<file path="config.mk">
export PLATFORM = sky130hd
export DESIGN_NAME = stacked_irq_ctrl
export DESIGN_NICKNAME = d
export VERILOG_FILES = /design/src/rtl/sic_pkg.sv /design/src/rtl/sic_src_stack.sv /design/src/rtl/sic_settle_fsm.sv /design/src/rtl/stacked_irq_ctrl.sv
export SDC_FILE = /design/constraint.sdc
export NUM_CORES = 1
export LEC_CHECK = 0
export ABC_AREA = 1
export CAP_MARGIN = 20
export CORE_ASPECT_RATIO = 1.5
export CORE_UTILIZATION = 55
export CTS_CLUSTER_SIZE = 16
export DETAILED_ROUTE_END_ITERATION = 7
export DONT_BUFFER_PORTS = 1
export PLACE_DENSITY_LB_ADDON = 0.15
export SYNTH_ARGS = -nofsm -noshare
export SYNTH_HDL_FRONTEND = slang
export SYNTH_SLANG_ARGS = --single-unit
</file>
<file path="constraint.sdc">
create_clock -name clk -period 3.5 [get_ports clk]
set_input_delay 0.175 -clock clk [delete_from_list [all_inputs] [get_ports clk]]
set_output_delay 0.175 -clock clk [all_outputs]
set_load 0.05 [all_outputs]
</file>
<file path="src/rtl/sic_pkg.sv">
package sic_pkg;
    localparam int BUS_W = 16;
    localparam int DMA_W = 8;

    localparam logic [2:0] ADR_SUM    = 3'd0;
    localparam logic [2:0] ADR_BUS_LO = 3'd1;
    localparam logic [2:0] ADR_BUS_HI = 3'd2;
    localparam logic [2:0] ADR_DMA    = 3'd3;
    localparam logic [2:0] ADR_MASK   = 3'd4;

    typedef enum logic {
        ST_READY,
        ST_SETTLE
    } settle_st_t;
endpackage

</file>
<file path="src/rtl/sic_src_stack.sv">
module sic_src_stack #(
    parameter int W = 8
) (
    input  logic         clk,
    input  logic         rst_n,
    input  logic [W-1:0] evt,
    input  logic         clr,
    output logic [W-1:0] detail,
    output logic         pend,
    output logic         stack_empty
);
    logic [W-1:0] stack_q;

    always_ff @(posedge clk or negedge rst_n) begin
        if (!rst_n) begin
            detail  <= '0;
            stack_q <= '0;
        end else if (clr) begin
            detail  <= stack_q | evt;
            stack_q <= '0;
        end else if (detail != '0) begin
            stack_q <= stack_q | evt;
        end else begin
            detail  <= evt;
        end
    end

    assign pend        = (detail != '0);
    assign stack_empty = (stack_q == '0);
endmodule

</file>
<file path="src/rtl/sic_settle_fsm.sv">
module sic_settle_fsm
    import sic_pkg::*;
#(
    parameter int SETTLE = 12
) (
    input  logic clk,
    input  logic rst_n,
    input  logic accept,
    output logic ready
);
    localparam int CW = (SETTLE > 2) ? $clog2(SETTLE) : 1;
    localparam logic [CW-1:0] LAST = CW'(SETTLE - 2);

    settle_st_t st_q, st_d;
    logic [CW-1:0] cnt_q;

    always_comb begin
        st_d = st_q;
        unique case (st_q)
            ST_READY:  if (accept)        st_d = ST_SETTLE;
            ST_SETTLE: if (cnt_q == LAST) st_d = ST_READY;
            default:                      st_d = ST_READY;
        endcase
    end

    always_ff @(posedge clk or negedge rst_n) begin
        if (!rst_n) begin
            st_q  <= ST_READY;
            cnt_q <= '0;
        end else begin
            st_q  <= st_d;
            cnt_q <= (st_q == ST_SETTLE) ? cnt_q + 1'b1 : '0;
        end
    end

    always_comb begin
        ready = (st_q == ST_READY);
    end
endmodule

</file>
<file path="src/rtl/stacked_irq_ctrl.sv">
module stacked_irq_ctrl
    import sic_pkg::*;
#(
    parameter int SETTLE_CYC = 12
) (
    input  logic             clk,
    input  logic             rst_n,
    input  logic             rd_en,
    input  logic             wr_en,
    input  logic [2:0]       addr,
    input  logic [7:0]       wdata,
    output logic [7:0]       rdata,
    input  logic [BUS_W-1:0] bus_evt,
    input  logic [DMA_W-1:0] dma_evt,
    input  logic             fly_evt,
    output logic             irq_n
);
    logic [BUS_W-1:0] bus_det;
    logic [DMA_W-1:0] dma_det;
    logic bus_pend, dma_pend, bus_stk_empty, dma_stk_empty;
    logic settle_ready, clr_bus, clr_dma;
    logic fly_flag;
    logic [2:0] mask;
    logic [2:0] summary;
    logic [7:0] rd_mux;

    assign clr_bus = rd_en && (addr == ADR_BUS_HI) && settle_ready && bus_pend;
    assign clr_dma = rd_en && (addr == ADR_DMA)    && settle_ready && dma_pend;

    sic_src_stack #(.W(BUS_W)) i_bus (
        .clk(clk), .rst_n(rst_n), .evt(bus_evt), .clr(clr_bus),
        .detail(bus_det), .pend(bus_pend), .stack_empty(bus_stk_empty)
    );

    sic_src_stack #(.W(DMA_W)) i_dma (
        .clk(clk), .rst_n(rst_n), .evt(dma_evt), .clr(clr_dma),
        .detail(dma_det), .pend(dma_pend), .stack_empty(dma_stk_empty)
    );

    sic_settle_fsm #(.SETTLE(SETTLE_CYC)) i_settle (
        .clk(clk), .rst_n(rst_n), .accept(clr_bus | clr_dma), .ready(settle_ready)
    );

    always_ff @(posedge clk or negedge rst_n) begin
        if (!rst_n) begin
            fly_flag <= 1'b0;
            mask     <= '0;
        end else begin
            if (fly_evt)
                fly_flag <= 1'b1;
            else if (wr_en && addr == ADR_SUM && wdata[2])
                fly_flag <= 1'b0;
            if (wr_en && addr == ADR_MASK)
                mask <= wdata[2:0];
        end
    end

    assign summary = {fly_flag, dma_pend, bus_pend};

    always_comb begin
        unique case (addr)
            ADR_SUM:    rd_mux = {5'b0, summary};
            ADR_BUS_LO: rd_mux = bus_det[7:0];
            ADR_BUS_HI: rd_mux = bus_det[15:8];
            ADR_DMA:    rd_mux = dma_det;
            ADR_MASK:   rd_mux = {5'b0, mask};
            default:    rd_mux = 8'h00;
        endcase
    end

    always_ff @(posedge clk or negedge rst_n) begin
        if (!rst_n)
            rdata <= 8'h00;
        else if (rd_en)
            rdata <= rd_mux;
    end

    assign irq_n = ~|(summary & mask);
endmodule

</file>
### After elaboration in Yosys (flattened, before gate mapping)

Index checks and enable logic that the tools add are counted.

| operators by class | value |
|---|---|
| add/subtract/negate cells | 1 |
| eq/ne operators | 7 |
| muxes and demuxes | 15 |
| bitwise logic cells | 5 |
| reduce and logical (&&, ||, !) cells | 17 |

Operator list:

| cell | count |
|---|---|
| $mux 16 | 4 |
| $pmux 8 s5 | 1 |
| $mux 8 | 4 |
| $or 16x16->16 | 1 |
| $reduce_bool 16->1 | 1 |
| $logic_and 1x1->1 | 9 |
| $or 8x8->8 | 1 |
| $reduce_bool 8->1 | 1 |
| $eq 3x2->1 const B | 2 |
| $reduce_bool 2->1 | 3 |
| $add 4x1->4 const B | 1 |
| $eq 4x4->1 const B | 1 |
| $mux 1 | 4 |
| $mux 4 | 1 |
| $ne 2x1->1 const B | 2 |
| $and 3x3->3 | 1 |
| $eq 3x1->1 const B | 1 |
| $eq 3x3->1 const B | 1 |
| $logic_not 3->1 | 1 |
| $reduce_or 3->1 | 1 |
| $pmux 1 s2 | 1 |
| $logic_not 1->1 | 1 |
| $not 1->1 | 1 |
| $or 1x1->1 | 1 |

| storage, ports and cells | value |
|---|---|
| register bits | 65 |
| input bits | 40 |

### Longest topological paths before layout

Gate-level depths: netlist of run 1.

| depth | value |
|---|---|
| depth in word-level cells | 7 |
| depth in mapped cells | 10 |
| gate-level depth less buffers | 9 |

### Hierarchy

From an unflattened synthesis of run 1, not the netlist that was laid out.

| unflattened totals | value |
|---|---|
| cells, all modules | 448 |
| area total of the unflattened synthesis | 3525.9 sq um |

By module, submodules not included:

| module | times used | cells each | area each (sq um) |
|---|---|---|---|
| sic_src_stack (i_bus) | 1 | 202 | 1597.8 |
| sic_src_stack (i_dma) | 1 | 113 | 897.1 |
| stacked_irq_ctrl | 1 | 110 | 808.3 |
| sic_settle_fsm | 1 | 23 | 222.7 |

### Worst setup path before layout of run 1

OpenSTA, ideal clock, no wires.

| path | value |
|---|---|
| path type | flip-flop to output port |
| start | register i_dma.detail[5] |
| end | output irq_n |
| data arrival time | 1.791 ns |
| data required time | 3.325 ns |
| setup slack | 1.534 ns |
| cell stages (with the launch flop) | 7 |
| path buffers | 1 |
| cells stage by stage | dfrtp_1 > nor2_1 > nand3_1 > nor2_2 > buf_2 > o21ai_1 > a21oi_1 |

| on the way | value |
|---|---|
| word-level cells in the longest chain between the ends | 4 |

RTL lines:

| what | line | RTL |
|---|---|---|
| from (decl) | sic_src_stack.sv:8 | `output logic [W-1:0] detail,` |
| from (signal assigned) | sic_src_stack.sv:19 | `detail <= stack_q \| evt;` |
| from (signal assigned) | sic_src_stack.sv:24 | `detail <= evt;` |
| $reduce_bool 8->1 | sic_src_stack.sv:28 | `assign pend = (detail != '0);` |
| $and 3x3->3 | stacked_irq_ctrl.sv:78 | `assign irq_n = ~\|(summary & mask);` |
| $reduce_or 3->1 | stacked_irq_ctrl.sv:78 |  |
| $logic_not 1->1 | stacked_irq_ctrl.sv:78 |  |
| to (decl) | stacked_irq_ctrl.sv:16 | `output logic irq_n` |

Every way passes these cells.

### Final worst setup path of run 1

Same ends and word-level chain as after synthesis.

==> impl_metrics.yaml, run 1 <==
worst_setup_path:
  end_kind: "output pin"
  crit_required_ps: 3320
  start_kind: "flip-flop"
  crit_fanout: 12
  crit_arrival_ps: 2050
  crit_type: "flip-flop to output pin"
clock_network:
  clk_path_buf_depth: 2
  cts_resized: 0
  postCtsSetupRepairBufs: 0
  hold_buffers: 31
  cts_made_buffers: 9
  insertion_delay_ps: 350
  clk_pin_slew_ps: 70
  cts-root-buf: "clkbuf_8"
  h-tree-depth: 3
  cts_tree: "yes"
  clock_sink_count: 65
route:
  avgViaCountPerCell: 5.16
  drtIter0Drc: 197
  drtAntennaViolNets: 0
  dr.pass1.iters: 4
  wl_um: 7240
  drt_drc_violations_left: 0
  vias: 2744
  drt-wirelength-per-cell_um: 13.6
floorplan:
  start_util_pct: 58.0
  core_area_um2: 5910
  die_width_um: 66.5
  placementRows: 34
  io_pins: 49
  die-height_um: 98.7
  die_area_um2: 6560
placement:
  portBuffers: 0
  dpl_worst_slack_ps: 1620
  place_congestion: 0.802
  dp_hpwl_um: 4670
power:
  ir_worst_vdd_uv: 300
  power_density_nw_per_um2: 490
  p_leak_nw: 1.98
yosys:
  synth_area_um2: 3430
  synth.area.top_cells: "dfrtp_1 (47%), nand2_1 (13%), nand3b_1 (7.2%)"
  ys_seq_elements: 65
  synth_nets: 467
  yosysTopAreaCell: "dfrtp_1"
  synth_edf_count: 0
  synthFlopType: "dfrtp_1"
  async_reset_ff_share_pct: 100
  seq_area_frac_synth_pct: 47.4
  syn_area_per_cell_um2: 8.07
  netlist.area_leader.share_pct: 47.4
  synth_cells: 425
  yosysUniqueCellTypes: 28
  synth_warnings: 0
run_status:
  status: "completed"
timing:
  finalCriticalPeriod_ps: 2230
  slew_viol_final: 0
  rsz0062_at_grt: "no"
  finalSetupViolations: 0
  max_clock_freq_mhz: 449
  setup_slack_ps: 1270
  skew_ps: 5.41
  max-slew-margin-rel_pct: 54.3
  tns_ps: 0
  worst_pin_slew_ps: 684
  fin_crit_sh_pct: 63.6
  finalHoldViolCount: 0
global_route:
  antenna_found_initial: 0
  grt_pass1_vias: 2827
  grt_usage_pct: 24.7
  grt_pass1_wl_um: 12200
  grt_max_degree: 66
  grt_overflow: 0
cells_and_area:
  finish.utilization_pct: 66.3
  nets: 497
  layout_commonest_cell: "nand2_1"
  drive_above_1_share_pct: 9.57
  areaGrowthSynthToFinish_pct: 14.3
  antenna_cells: 0
  final_cell_mix: "nand2_1 (119), dfrtp_1 (65), inv_1 (61)"
flow_run:
  cap_violations: 0
hold_path:
  holdCritPathClass: "input port to flip-flop"
## stage by stage
stage	total power (W)	cells	hold WS, ps	cell area (um^2)
after CTS	0.00193	532	3.05	3920
final	0.00192	532	9.59	3920
after detailed placement	0.00131	485	-119	3420
after floorplan	0.00126	425	-121	3430
after global routing	0.00203	532	21.1	3920
after global placement	0.00130	485	-119	3420
## worst max-delay path, stage by stage, from the launching register on
cell,delay (ps)
dfrtp_1,380
nor2_1,110
nand3_1,130
nor2_2,580
o21ai_1,120
a21oi_1,170
buf_4,220
## kinds of logic (layout without fill, tap and decap cells)
logic type | Yosys count | after routing | share of synthesized area (%)
simple gates | 226 | 226 | 32.2
buf+inv | 82 | 117 | 10.9
flops | 65 | 65 | 47.4
compound gates | 48 | 48 | 8.03
fa+ha+maj | 2 | 2 | 0.730
mux | 2 | 2 | 0.657
## final timing paths
check,startpoint,to,slack [ps],cells after the start
min,bus_evt[3],i_bus.detail[3],10,4
max in group asynchronous,rst_n,i_bus.stack_q[14],2870,2
max reg2reg,i_dma.detail[5],i_dma.stack_q[7],1620,6
min reg2reg,i_bus.stack_q[1],i_bus.stack_q[1],480,2
max,i_dma.detail[5],irq_n,1270,6
min in group asynchronous,rst_n,mask[1],360,2
## synth_stat cells, drive strengths merged (5+ instances only)
cell,instances
o211ai,5
dfrtp,65
nand3b,33
nand4,5
nand3,15
inv,67
buf,12
nor2,49
a21oi,28
o21bai,8
o21ai,6
nand2,121
## power breakdown
| group | switching (W) | total (W) | internal (W) |
|---|---|---|---|
| sequential | 0.000149 | 0.00102 | 0.000874 |
| combinational | 0.000178 | 0.000326 | 0.000148 |
| clock | 0.000279 | 0.000572 | 0.000292 |
## flip-flops by register name, summed over array words and instances (netlist names)
| name | count |
|---|---|
| fly_flag | 1 |
| i_bus.detail | 16 |
| i_bus.stack_q | 16 |
| i_dma.detail | 8 |
| i_dma.stack_q | 8 |
| i_settle.cnt_q | 4 |
| i_settle.st_q | 1 |
| mask | 3 |
| rdata | 8 |
## layer usage
| layer | vias to the layer above | wire length, um | track usage, % |
|---|---|---|---|
| met5 | - | 0 | 0 |
| met3 | 21 | 330 | 3.70 |
| li1 | 1396 | - | - |
| met4 | 0 | 213 | 13.7 |
| met1 | 1249 | 3050 | 28.2 |
| met2 | 78 | 3650 | 42.7 |
## cell type report
class	count	area [um^2]
clock buffers	13	159
clock inverters	3	15.0
fillers	498	1990
inverters	67	251
multi-input cells	278	1430
flip-flops and latches	65	1630
well taps	72	90.1
repair buffers	34	350
Power figures use the tool's default switching activity.
==> run 2, diff against run 1 <==
==> constraint.sdc (replaced) <==
create_clock -name clk -period 1.8 [get_ports clk]
set_input_delay 0.09 -clock clk [delete_from_list [all_inputs] [get_ports clk]]
set_output_delay 0.09 -clock clk [all_outputs]
set_load 0.05 [all_outputs]
==> run 2 against run 1 <==
- count of clock-buffer cells in the layout fell by 1
- hold slack better by 11 ps
- first-iteration DRC count down 26%
- non-clock buffer count up 5
- sequential power up 96%
- final area up 2.4%
- combinational power is 100% higher
- via count shrank 0.80%
- highest routed layer unchanged
- critical path type unchanged
- wire length increased by 0.12%
- core utilization is 1.6 points higher
- global-route usage up 0.12 points
==> impl_metrics.yaml, run 2 (synthesis gave the netlist of run 1 again) <==
run_status:
  status: "completed"
route:
  drt_drc_violations_left: 0
  drt-wirelength-per-cell_um: 13.6
  drtIter0Drc: 145
  dr.pass1.iters: 4
  wl_um: 7250
  drtAntennaViolNets: 0
  vias: 2722
  avgViaCountPerCell: 5.09
timing:
  finalHoldViolCount: 0
  finalCriticalPeriod_ps: 1680
  whs_ps: 20.6
  fin_crit_sh_pct: 93.3
  finalSetupViolations: 0
  tns_ps: 0
  rsz0062_at_grt: "no"
  slew_viol_final: 0
  max_clock_freq_mhz: 595
  max-slew-margin-rel_pct: 64.9
  skew_ps: 8.44
  worst_pin_slew_ps: 522
clock_network:
  postCtsSetupRepairBufs: 0
  cts_tree: "yes"
  insertion_delay_ps: 350
  cts-root-buf: "clkbuf_8"
  cts_made_buffers: 9
  clk_pin_slew_ps: 70
  clock_sink_count: 65
  h-tree-depth: 3
  clk_path_buf_depth: 2
hold_path:
  holdCritPathClass: "input port to flip-flop"
floorplan:
  placementRows: 34
  start_util_pct: 58.0
  die-height_um: 98.7
  die_area_um2: 6560
  die_width_um: 66.5
  core_area_um2: 5910
  io_pins: 49
power:
  p_switching_w: 0.00121
  power_frac_seq_pct: 50.7
  combPwrFrac_pct: 16.8
  p_clk_share_pct: 32.5
  swShare_pct: 30.6
  power_density_nw_per_um2: 982
  intPower_w: 0.00274
  total_power_w: 0.00394
  p_leak_nw: 2.02
  ir_worst_vdd_uv: 558
flow_run:
  cap_violations: 0
cells_and_area:
  drive_above_1_share_pct: 10.8
  multi_input_area_um2: 1440
  reg_top3: "i_bus.detail (16), i_bus.stack_q (16)"
  seq_area_um2: 1630
  nFillCells: 497
  final_cell_mix: "nand2_1 (118), dfrtp_1 (65), inv_1 (61)"
  finish.utilization_pct: 67.9
  areaGrowthSynthToFinish_pct: 17.0
  nets: 502
  layout_commonest_cell: "nand2_1"
  antenna_cells: 0
worst_setup_path:
  r2r-end: "i_bus.stack_q[11]"
  r2r_start: "i_bus.detail[9]"
  crit_arrival_ps: 1590
  r2r_cells: 7
  path_buf_inv: 2
  critical_path.max_stage_delay_ps: 370
  end_kind: "output pin"
  path_depth: 6
  crit_required_ps: 1710
  crit_family: "flip-flops"
  regToRegSetupSlack_ps: 310
  start_kind: "flip-flop"
  crit_path_end: "irq_n"
  crit_type: "flip-flop to output pin"
  crit_fanout: 4
  slowest_stage: "dfrtp_1"
  startpoint: "i_dma.detail[7]"
  cp_cell_sequence: "inv_1, nand3_1, nor2_4, o21ai_1, a21oi_2, buf_4"
global_route:
  grt_pass1_wl_um: 12100
  grt_overflow: 0
  antenna_found_initial: 0
  grt_pass1_vias: 2649
  grt_max_degree: 66
  grt_usage_pct: 24.8
placement:
  dp_hpwl_um: 4840
  portBuffers: 0
  place_congestion: 0.821
run 2: what timing repair did:
| action | in CTS | in global routing |
|---|---|---|
| endpoints found under the hold margin | 125 | 0 |
| gates resized for setup | 0 | 2 |
| endpoints found under the setup margin | 0 | 1 |
| hold buffers | 32 | 0 |
run 2: worst register-to-register path: stages (launching register included):
cell     delay, ps
dfrtp_1        420
nor2_1         120
nand2_1         60
nor2_1         120
nand2_2        140
buf_4          250
a21oi_1        210
nor2_2          40
run 2: area by class of cell:
| class | count | area share [%] |
|---|---|---|
| repair buffers | 39 | 10.0 |
| well taps | 72 | 2.25 |
| clock inverters | 2 | 0.935 |
| multi-input cells | 278 | 35.9 |
| flip-flops and latches | 65 | 40.5 |
| inverters | 67 | 6.27 |
| clock buffers | 12 | 4.12 |
run 2: how the worst min path moves through the flow:
stage,start,endpoint,slack (ps),depth (start not counted)
2_1_floorplan,rst_n,fly_flag,-210,0
5_1_grt,addr[0],rdata[0],30,5
6_report,wr_en,mask[1],20,2
4_1_cts,wr_en,mask[1],1,2
3_3_place_gp,rst_n,rdata[0],-200,0
3_5_place_dp,rst_n,rdata[0],-200,0
run 2: through the flow:
stage | std cells | setup slack (ps) | area, um^2
floorplan | 425 | 219 | 3430
global placement | 489 | 310 | 3460
detailed placement | 489 | 292 | 3460
CTS | 535 | 77.5 | 4010
global route | 535 | 28.2 | 4010
finish | 535 | 120 | 4010
run 2: routing by layer:
layer	up-vias	share of wire, %	GRT usage, %
met5	-	0	0
met4	0	2.0	10.3
met3	14	3.5	5.79
met2	48	52	43.7
met1	1263	42	27.9
li1	1397	-	-
run 2: power groups by stage:
stage / Combinational, W / Sequential, W / Clock, W
2_1_floorplan: 0.000495 / 0.00195 / 0
3_3_place_gp: 0.000541 / 0.00202 / 0
3_5_place_dp: 0.000562 / 0.00203 / 0
4_1_cts: 0.000664 / 0.00200 / 0.00130
5_1_grt: 0.000755 / 0.00202 / 0.00137
6_report: 0.000661 / 0.00200 / 0.00128
